## src/rtl/i2cm_pkg.sv

```systemverilog
// Shared encodings for the I2C master register controller.
// Assumes byte-wide registers; bit positions are those software relies on.
package i2cm_pkg;
    localparam int DW = 8;
    localparam int SADDR_W = 7;
    localparam int NREG = 5;
    localparam int STRIDE = 4;

    typedef enum logic [1:0] {
        OP_START = 2'd0,
        OP_WRITE = 2'd1,
        OP_READ  = 2'd2,
        OP_STOP  = 2'd3
    } op_e;

    // register select indices (offset / STRIDE)
    localparam int SEL_CTRL = 0;
    localparam int SEL_STAT = 1;
    localparam int SEL_ADDR = 2;
    localparam int SEL_DATA = 3;
    localparam int SEL_LINE = 4;

    // control bits
    localparam int CB_ACKGEN = 7;
    localparam int CB_IE     = 5;
    localparam int CB_PEND   = 4;

    // status bits
    localparam int SB_BUSY = 5;
    localparam int SB_OE   = 4;
    localparam int SB_LRB  = 0;

    localparam logic [1:0] MODE_RX = 2'b10;
    localparam logic [1:0] MODE_TX = 2'b11;
endpackage

```

## src/rtl/i2cm_addr_decode.sv

```systemverilog
// Offset decoder: one select line per register at index*STRIDE.
// Assumes exact match; unaligned or out-of-window offsets select nothing.
module i2cm_addr_decode #(
    parameter int ADDR_W = 5,
    parameter int NSEL   = 5,
    parameter int STEP   = 4
) (
    input  logic [ADDR_W-1:0] addr,
    output logic [NSEL-1:0]   sel
);
    // one comparator per register slot
    for (genvar i = 0; i < NSEL; i++) begin : g_sel
        assign sel[i] = (addr == ADDR_W'(i * STEP));
    end
endmodule

```

## src/rtl/i2cm_op_channel.sv

```systemverilog
// Downstream operation channel: latches an operation on launch and holds
// op_req with stable fields until op_ack. A launch in the completing cycle
// chains the next operation without a gap.
module i2cm_op_channel
    import i2cm_pkg::*;
(
    input  logic               clk,
    input  logic               rst_n,
    input  logic               launch,
    input  op_e                l_code,
    input  logic [SADDR_W-1:0] l_addr,
    input  logic               l_dir,
    input  logic [DW-1:0]      l_data,
    input  logic               op_ack,
    output logic               op_req,
    output op_e                op_code,
    output logic [SADDR_W-1:0] op_addr,
    output logic               op_dir,
    output logic [DW-1:0]      op_wdata,
    output logic               done
);
    assign done = op_req && op_ack;

    // request register and operation field capture
    always_ff @(posedge clk) begin
        if (!rst_n) begin
            op_req   <= 1'b0;
            op_code  <= OP_START;
            op_addr  <= '0;
            op_dir   <= 1'b0;
            op_wdata <= '0;
        end else if (launch) begin
            op_req   <= 1'b1;
            op_code  <= l_code;
            op_addr  <= l_addr;
            op_dir   <= l_dir;
            op_wdata <= l_data;
        end else if (done) begin
            op_req <= 1'b0;
        end
    end


    req_hold_chk: assert property (@(posedge clk) disable iff (!rst_n)
        (op_req && !op_ack) |=> (op_req && $stable(op_code) && $stable(op_wdata) && $stable(op_addr)));
endmodule

```

## src/rtl/i2c_host_regs.sv

```systemverilog
// I2C master register controller. Register accesses and operation
// completions are resolved in one next-state block; accesses are ignored
// while an operation is outstanding (op_req high). Assumes op_ack is a
// one-cycle pulse given only while op_req is high.
module i2c_host_regs
    import i2cm_pkg::*;
#(
    parameter int ADDR_W = 5
) (
    input  logic              clk,
    input  logic              rst_n,
    input  logic              reg_wr,
    input  logic              reg_rd,
    input  logic [ADDR_W-1:0] reg_addr,
    input  logic [7:0]        reg_wdata,
    output logic [7:0]        reg_rdata,
    output logic              irq,
    output logic              op_req,
    output logic [1:0]        op_code,
    output logic [6:0]        op_addr,
    output logic              op_dir,
    output logic [7:0]        op_wdata,
    input  logic              op_ack,
    input  logic [7:0]        op_rdata,
    input  logic              op_nack
);
    logic [DW-1:0] con, stat, adr, ds, lc;
    logic [DW-1:0] con_n, stat_n, adr_n, ds_n, lc_n;
    logic          irq_q, irq_n;
    logic [NREG-1:0] sel;
    logic          launch, l_dir, done, do_raise;
    op_e           l_code, cur_code;
    logic [SADDR_W-1:0] l_addr;
    logic [DW-1:0] l_data;
    logic          wr_ok, rd_ok, is_rx, is_tx;

    i2cm_addr_decode #(.ADDR_W(ADDR_W), .NSEL(NREG), .STEP(STRIDE)) u_dec (
        .addr(reg_addr), .sel(sel)
    );

    i2cm_op_channel u_chan (
        .clk(clk), .rst_n(rst_n), .launch(launch), .l_code(l_code),
        .l_addr(l_addr), .l_dir(l_dir), .l_data(l_data), .op_ack(op_ack),
        .op_req(op_req), .op_code(cur_code), .op_addr(op_addr),
        .op_dir(op_dir), .op_wdata(op_wdata), .done(done)
    );

    assign op_code = cur_code;
    assign irq     = irq_q;
    assign wr_ok   = reg_wr && !op_req;
    assign rd_ok   = reg_rd && !op_req;
    assign is_rx   = (stat[7:6] == MODE_RX);
    assign is_tx   = (stat[7:6] == MODE_TX);

    // read multiplexer: undecoded offsets return zero
    always_comb begin
        reg_rdata = '0;
        if (sel[SEL_CTRL]) reg_rdata = con;
        if (sel[SEL_STAT]) reg_rdata = stat;
        if (sel[SEL_ADDR]) reg_rdata = adr;
        if (sel[SEL_DATA]) reg_rdata = ds;
        if (sel[SEL_LINE]) reg_rdata = lc;
    end

    // next-state: operation completion first, else a register access
    always_comb begin
        con_n = con; stat_n = stat; adr_n = adr; ds_n = ds; lc_n = lc;
        irq_n = irq_q;
        launch = 1'b0; l_code = OP_START;
        l_addr = ds[7:1]; l_dir = ds[0]; l_data = ds;
        do_raise = 1'b0;
        if (done) begin
            case (cur_code)
                OP_START: begin
                    if (op_nack && con[CB_ACKGEN]) begin
                        stat_n[SB_LRB] = 1'b1;
                        do_raise = 1'b1;
                    end else if (is_rx) begin
                        launch = 1'b1; l_code = OP_READ;
                    end else begin
                        do_raise = 1'b1;
                    end
                end
                OP_WRITE: begin
                    stat_n[SB_LRB] = op_nack && con[CB_ACKGEN];
                    do_raise = 1'b1;
                end
                OP_READ: begin
                    stat_n[SB_LRB] = 1'b0;
                    ds_n = op_rdata;
                    do_raise = 1'b1;
                end
                default: begin
                    if (!con[CB_PEND]) stat_n[SB_BUSY] = 1'b0;
                end
            endcase
        end else if (wr_ok) begin
            if (sel[SEL_CTRL]) begin
                con_n = reg_wdata;
                con_n[CB_PEND] = con[CB_PEND];
                if (con[CB_PEND] && !reg_wdata[CB_PEND]) begin
                    con_n[CB_PEND] = 1'b0;
                    irq_n = 1'b0;
                    if (!reg_wdata[CB_IE]) begin
                        stat_n[SB_BUSY] = 1'b0;
                    end else if (stat[SB_BUSY]) begin
                        if (is_tx) begin
                            launch = 1'b1; l_code = OP_WRITE;
                        end else if (is_rx) begin
                            launch = 1'b1; l_code = OP_READ;
                        end
                    end
                end
            end
            if (sel[SEL_STAT]) begin
                stat_n = reg_wdata;
                stat_n[SB_BUSY] = stat[SB_BUSY];
                if (!reg_wdata[SB_OE]) begin
                    stat_n[SB_BUSY] = 1'b0;
                    irq_n = 1'b0;
                end else if (reg_wdata[7]) begin
                    launch = 1'b1;
                    if (reg_wdata[SB_BUSY]) begin
                        stat_n[SB_LRB] = 1'b0;
                        stat_n[SB_BUSY] = 1'b1;
                        l_code = OP_START;
                    end else begin
                        l_code = OP_STOP;
                    end
                end
            end
            if (sel[SEL_ADDR]) adr_n = reg_wdata;
            if (sel[SEL_LINE]) lc_n = reg_wdata;
            if (sel[SEL_DATA] && stat[SB_OE]) begin
                ds_n = reg_wdata;
                if (is_tx && stat[SB_BUSY] && !con[CB_PEND]) begin
                    launch = 1'b1; l_code = OP_WRITE; l_data = reg_wdata;
                end
            end
        end else if (rd_ok && sel[SEL_DATA] && is_rx && stat[SB_BUSY] && !con[CB_PEND]) begin
            launch = 1'b1; l_code = OP_READ;
        end
        if (do_raise && con_n[CB_IE]) begin
            con_n[CB_PEND] = 1'b1;
            irq_n = 1'b1;
        end
    end

    // register state update
    always_ff @(posedge clk) begin
        if (!rst_n) begin
            con <= '0; stat <= '0; adr <= '0; ds <= '0; lc <= '0;
            irq_q <= 1'b0;
        end else begin
            con <= con_n; stat <= stat_n; adr <= adr_n; ds <= ds_n; lc <= lc_n;
            irq_q <= irq_n;
        end
    end


    ctl_no_self_pend_chk: assert property (@(posedge clk) disable iff (!rst_n)
        (wr_ok && sel[SEL_CTRL] && !con[CB_PEND]) |=> !con[CB_PEND]);

    oe_off_idle_chk: assert property (@(posedge clk) disable iff (!rst_n)
        (wr_ok && sel[SEL_STAT] && !reg_wdata[SB_OE]) |=> (!stat[SB_BUSY] && !irq && !op_req));

    irq_with_pend_chk: assert property (@(posedge clk) disable iff (!rst_n)
        $rose(irq_q) |-> con[CB_PEND]);

    ds_hold_oe_off_chk: assert property (@(posedge clk) disable iff (!rst_n)
        (wr_ok && sel[SEL_DATA] && !stat[SB_OE]) |=> $stable(ds));

    busy_freeze_chk: assert property (@(posedge clk) disable iff (!rst_n)
        (op_req && reg_wr && !done) |=> ($stable(adr) && $stable(lc)));
endmodule

```

## config.mk

```make
export PLATFORM = sky130hd
export DESIGN_NAME = i2c_host_regs
export DESIGN_NICKNAME = d
export VERILOG_FILES = /design/src/rtl/i2cm_pkg.sv /design/src/rtl/i2cm_addr_decode.sv /design/src/rtl/i2cm_op_channel.sv /design/src/rtl/i2c_host_regs.sv
export SDC_FILE = /design/constraint.sdc
export NUM_CORES = 1
export LEC_CHECK = 0
export BUFFER_PORTS_ARGS = -buffer_cell sky130_fd_sc_hd__buf_4
export CORE_ASPECT_RATIO = 1.1
export CORE_MARGIN = 2
export CORE_UTILIZATION = 55
export DETAILED_ROUTE_END_ITERATION = 16
export GPL_ROUTABILITY_DRIVEN = 0
export PLACE_DENSITY = 0.78
export RECOVER_POWER = 50
export SLEW_MARGIN = 15
export SYNTH_ARGS = -nofsm -noshare
export SYNTH_HDL_FRONTEND = slang
export SYNTH_SLANG_ARGS = --single-unit
export TNS_END_PERCENT = 1
```

## constraint.sdc

```tcl
create_clock -name clk -period 2.4 [get_ports clk]
set_clock_uncertainty 0.1 [all_clocks]
set_input_delay 0.12 -clock clk [delete_from_list [all_inputs] [get_ports clk]]
set_output_delay 0.12 -clock clk [all_outputs]
set_load 0.01 [all_outputs]
```

==> results of run 1 <==
[sequential cells by signal (all words and copies together), names as in the netlist]
| signal | flops |
|---|---|
| ds | 8 |
| u_chan.op_dir | 1 |
| adr | 8 |
| u_chan.op_wdata | 8 |
| u_chan.op_req | 1 |
| stat | 8 |
| con | 8 |
| u_chan.op_addr | 7 |
| irq | 1 |
| u_chan.op_code | 2 |
| lc | 8 |
[metrics by stage]
step                cell area [sq um]  worst slack, ns  util [%]
floorplan                        3020            0.395         -
global placement                 3510            0.411      65.5
finish                           3790            0.165      70.8
CTS                              3840           0.0147      71.7
global route                     3790          0.00214      70.8
detailed placement               3510            0.351      65.5
[path summary, 6_finish.rpt]
kind	start	end	slack, ns	cells after the start
setup / recovery	u_chan.op_req	ds[0]	0.17	7
hold / removal	reg_wdata[7]	ds[7]	0.02	3
setup reg to reg	u_chan.op_req	ds[0]	0.17	7
hold reg to reg	u_chan.op_addr[5]	u_chan.op_addr[5]	0.36	2
[layout make-up]
type | count | area share, %
Multi-Input combinational cell | 265 | 44.6
Sequential cell | 60 | 31.8
Timing Repair Buffer | 86 | 16.5
Clock buffer | 11 | 3.99
Tap cell | 75 | 2.47
Inverter | 4 | 0.396
Clock inverter | 2 | 0.330
[worst min-delay path, stage by stage]
cell	delay, ns
buf_4	0.15
nand2_1	0.06
a311oi_1	0.08
[per-layer routing]
| metal | part of all wire, % | up-vias | track usage (%) |
|---|---|---|---|
| li1 | - | 1408 | - |
| met1 | 42 | 1398 | 37.7 |
| met2 | 49 | 134 | 48.8 |
| met3 | 6.6 | 21 | 6.50 |
| met4 | 2.1 | 0 | 14.8 |
| met5 | 0 | - | 0 |
[power by group]
group          total [mW]  switching [mW]  internal (mW)
combinational       0.158          0.0889         0.0688
sequential           1.00         0.00289          0.998
clock               0.792           0.380          0.412
[what timing repair did]
item	4_1_cts	5_1_grt
hold endpoints to repair	26	0
buffers inserted	0	0
gates resized for setup	0	4
hold buffers	17	0
setup endpoints to repair	0	3
[placed cells by master, fill, tap and decap left out, drive strengths merged, types with 3 or more instances in the layout]
| cell | instances |
|---|---|
| nor2b | 6 |
| inv | 4 |
| dlygate4sd3 | 17 |
| or3 | 11 |
| a32o | 3 |
| nand3 | 11 |
| clkbuf | 28 |
| o31ai | 8 |
| nor3 | 3 |
| nor2 | 45 |
| nor4 | 3 |
| a31oi | 5 |
| ha | 4 |
| nand2 | 58 |
| buf | 52 |
| a22oi | 6 |
| dfxtp | 60 |
| mux2i | 44 |
| a21oi | 18 |
| o21ai | 10 |
| a311oi | 8 |
[cells by family after synthesis]
family / after synthesis / synth area share (%)
compound gates: 67 / 15.5
fa+ha+maj: 4 / 1.66
buf+inv: 31 / 4.63
flops: 60 / 39.7
mux: 46 / 16.1
simple gates: 148 / 22.5
==> qor.yml, run 1 <==
outcome:
  status: "finished, final reports clean"
sta:
  fin_crit_sh_pct: 93.1
  rsz0062_at_grt: "false"
  hold_violations: 0
  max_freq_ghz: 0.447
  slew_headroom_pct: 63.6
  finalMaxSlewViolations: 0
  setup-violations-final: 0
  period_needed_ns: 2.23
  tightest_slew_ns: 0.545
  holdWs_ns: 0.0249
  tns_ns: 0
clocking:
  tritoncts: "yes"
  cts.sinks: 60
  cts_max_level: 3
  cts_buffers: 9
  cts_buffer_depth: 2
  clk_latency_ns: 0.33
  cts.clk_slew.worst_paths_ns: 0.07
  root_buffer: "clkbuf_8"
worst_setup_path:
  crit_chain: "and2_1 -> buf_4 -> a32o_1 -> buf_4 -> nor2_1 -> a311oi_1 -> dlygate4sd3_1"
  cp_max_fo: 16
  slowest_stage: "dlygate4sd3_1"
  path_common_cell: "buf_4"
  cp-start-kind: "register"
  worstPathArrival_ns: 2.41
  path_buf_inv: 3
  slowest_delay_ns: 0.58
  end_kind: "register"
  worstSetupPathType: "reg -> reg"
  worstPathRequired_ns: 2.58
  cp_top_family: "buffers and inverters"
floorplan:
  dieArea_sq_mm: 0.00611
  pin_count: 55
  die_h_um: 81.8
  placementRows: 28
  die-width_um: 74.7
  start_util_pct: 56.4
  core_sq_mm: 0.00536
layout:
  multi_input_area_sq_mm: 0.00169
  register_area_sq_mm: 0.00120
  area_growth_pct: 25.4
  drive_gt1_share_pct: 16.8
  fin_cells: 503
  fillCellCount: 475
  nNetsFinal: 457
  diodes: 0
yosys:
  yosysMostFrequentCell: "dfxtp_1"
  yosysTopAreaCell: "dfxtp_1"
  synth_commonest_cells: "dfxtp_1 (60), nand2_1 (58), nor2_1 (45), mux2i_1 (44), a21oi_1 (18)"
  synth_cell_types: 41
  synth_top_area_share_pct: 39.7
  ys_seq_area_share_pct: 39.7
  synth_ff_type: "dfxtp_1"
  synth_seq_cells: 60
  synthTopCellsByArea: "dfxtp_1 (40%), mux2i_1 (15%), nand2_1 (7.2%)"
  synth_nets: 387
  syn-mean-instance-area_sq_um: 8.49
  synth_edf_count: 0
  postSynth.asyncResetShare_pct: 0
  synth_cells: 356
  yosysWarnings: 0
  synth_area_sq_mm: 0.00302
drt:
  wl_per_cell_um: 16.7
  ant_nets: 0
  first_pass_iters: 5
  drc: 0
  dr_total_vias: 2961
  detail_route.iter0.violations: 274
  vias_per_cell: 5.89
  routed_wl_mm: 8.42
global_route:
  grt_overflow: 0
  grt_max_degree: 32
  grt_use_total_pct: 30.1
  antenna_found_initial: 0
  grt_pass1_wl_mm: 13.8
  first_global_vias: 2820
place:
  dp_hpwl_mm: 5.79
  io_buffers: 54
  dp_cells: 473
pwr:
  fin_total_pwr_mw: 1.95
  ir_drop_mv: 0.405
  power.leakage_nw: 1.54
  p_per_area_mw_per_mm2: 514
worst_hold_path:
  hp-class: "in -> reg"
flow_run:
  maxCapViolations: 0
(Power assumes the default switching activity.)
==> inputs of run 2 (changes only) <==
CORE_ASPECT_RATIO = not set   (was 1.1)
SETUP_SLACK_MARGIN = 0.3   (was not set)
SLEW_MARGIN = 10   (was 15)
==> run 2 against run 1 <==
  * Sequential power about the same
  * Clock-buffer cell count up 1
  * Register-to-register slack better by 0.17 ns
  * Hold slack worse by 0.017 ns
  * First-iteration DRC count down 0.73%
  * Non-clock buffer count down 4
  * Combinational power down 3%
  * Critical path type unchanged
  * Critical path depth down 1
  * Wire length down 2.7%
==> qor.yml, run 2 (same netlist as run 1, synthesis figures left out) <==
global_route:
  use_met1_pct: 37.7  # +0.063 points
  antenna_found_initial: 0  # unchanged
  use_met3_pct: 6.55  # +0.049 points
  gr-usage-met2_pct: 42.5  # -6.3 points
  grt.busiest_layer: "met2"
  grt_use_total_pct: 27.8  # -2.2 points
  grt_overflow: 0  # unchanged
  first_global_vias: 2699  # -4.3%
  grt_pass1_wl_mm: 13.4  # -3.3%
  grt_max_degree: 49  # +53%
floorplan:
  placementRows: 26  # -7.1%
  die-width_um: 78.2  # +4.6%
  die_h_um: 78.2  # -4.4%
  pin_count: 55  # unchanged
  dieArea_sq_mm: 0.00611  # about the same
  start_util_pct: 58.1  # +1.7 points
  core_sq_mm: 0.00520  # -2.9%
worst_setup_path:
  worstPathRequired_ns: 2.52  # -0.06 ns
  cp_top_family: "simple AND/OR/NAND/NOR gates"
  end_kind: "register"
  worstSetupPathType: "reg -> reg"
  slowest_stage: "or4_1"
  worstPathArrival_ns: 2.19  # -0.22 ns
  cp_max_fo: 10  # -6
  cp-start-kind: "register"
  crit_chain: "nand2_1 -> or4_1 -> a21oi_2 -> buf_4 -> nor3_1 -> a2111oi_1"
  path_buf_inv: 1  # -2
  slowest_delay_ns: 0.55  # -0.03 ns
drt:
  detail_route.iter0.violations: 272  # -0.73%
  first_pass_iters: 5  # unchanged
  drc: 0  # unchanged
  routed_wl_mm: 8.19  # -2.7%
  ant_nets: 0  # unchanged
  dr_total_vias: 2879  # -2.8%
  vias_per_cell: 5.79  # -1.6%
  wl_per_cell_um: 16.5  # -1.5%
layout:
  multi_input_area_sq_mm: 0.00167  # -1.0%
  mostFrequentLayoutCells: "dfxtp_1 (60), nand2_1 (58), nor2_1 (45), buf_4 (45), mux2i_1 (44)"
  fillCellCount: 445  # -6.3%
  register_area_sq_mm: 0.00120  # -0.31%
  diodes: 0  # unchanged
  nNetsFinal: 453  # -0.88%
  drive_gt1_share_pct: 15.2  # -1.6 points
  final_common_cell: "dfxtp_1"
  area_growth_pct: 23.8
flow_run:
  maxCapViolations: 0  # unchanged
sta:
  setup-violations-final: 0  # unchanged
  period_needed_ns: 2.06  # -0.173 ns
  hold_violations: 0  # unchanged
  max_freq_ghz: 0.485  # +8.4%
  worst_slack_ns: 0.338  # +0.173 ns
  tightest_slew_ns: 0.551  # +0.00687 ns
  rsz0062_at_grt: "true"
  fin_crit_sh_pct: 85.9  # -7.2 points
  slew_headroom_pct: 63.2  # -0.37 points
  tns_ns: 0  # unchanged
  finalMaxSlewViolations: 0  # unchanged
place:
  dp_hpwl_mm: 5.66  # -2.2%
  io_buffers: 54  # unchanged
  post-place-ws_ns: 0.316  # -0.0350 ns
pwr:
  ir_drop_mv: 0.412  # +1.6%
  p_per_area_mw_per_mm2: 555  # +8.0%
  power.leakage_nw: 1.49  # -2.7%
clocking:
  tritoncts: "yes"
  cts.sinks: 60  # unchanged
  cts_setup_buffers: 0  # unchanged
  cts.clk_slew.worst_paths_ns: 0.06  # about the same
  root_buffer: "clkbuf_8"
  cts_buffer_depth: 2  # unchanged
  cts_max_level: 3  # unchanged
  cts_buffers: 9  # unchanged
  clk_latency_ns: 0.34  # about the same
outcome:
  status: "finished, final reports clean"
worst_hold_path:
  hp-class: "in -> reg"
run 2: final cells by class:
cell class              instances  share of cell area (%)
multi-input cells             265                    44.7
clock buffers                  12                    4.14
inverters                       4                   0.401
well taps                      70                    2.34
flip-flops and latches         60                    32.1
clock inverters                 4                    1.27
repair buffers                 82                    15.1
run 2: report_power, final:
| part | internal [mW] | switching, mW | total [mW] |
|---|---|---|---|
| Sequential | 1.00 | 0.00277 | 1.00 |
| Clock | 0.532 | 0.390 | 0.923 |
| Combinational | 0.0664 | 0.0881 | 0.154 |
run 2: metrics by stage:
step / area (sq um) / total power [mW] / utilization (%) / instances / hold WS (ns)
CTS: 3840 / 2.09 / 73.8 / 497 / 0.00541
detailed placement: 3500 / 1.16 / 67.2 / 467 / 0.305
global placement: 3500 / 1.16 / 67.2 / 467 / 0.306
finish: 3740 / 2.08 / 71.9 / 497 / 0.00761
floorplan: 3020 / 1.09 / - / 356 / 0.156
global route: 3740 / 2.15 / 71.9 / 497 / 0.0247
run 2: timing repair:
item | CTS | global route
hold buffers | 14 | 0
resized for setup | 0 | 2
hold endpoints to repair | 25 | 0
setup endpoints to repair | 0 | 17
run 2: worst register-to-register path: stages, from the launching register on:
cell and delay [ns]:
dfxtp_1 0.38, nand2_1 0.13, or4_1 0.55, a21oi_2 0.19
buf_4 0.18, nor3_1 0.05, a2111oi_1 0.36
run 2: metal layers:
metal	wire [um]	vias up
met5	0	-
met4	176	0
met3	681	17
met2	3720	143
met1	3610	1323
li1	-	1396
run 2: path summary, 6_finish.rpt:
check / start / endpoint / slack (ns) / cells past startpoint
setup / recovery: stat[7] / u_chan.op_code[1] / 0.34 / 6
hold / removal: reg_wdata[7] / stat[7] / 0.008 / 3
setup reg to reg: stat[7] / u_chan.op_code[1] / 0.34 / 6
hold reg to reg: u_chan.op_dir / u_chan.op_dir / 0.36 / 2
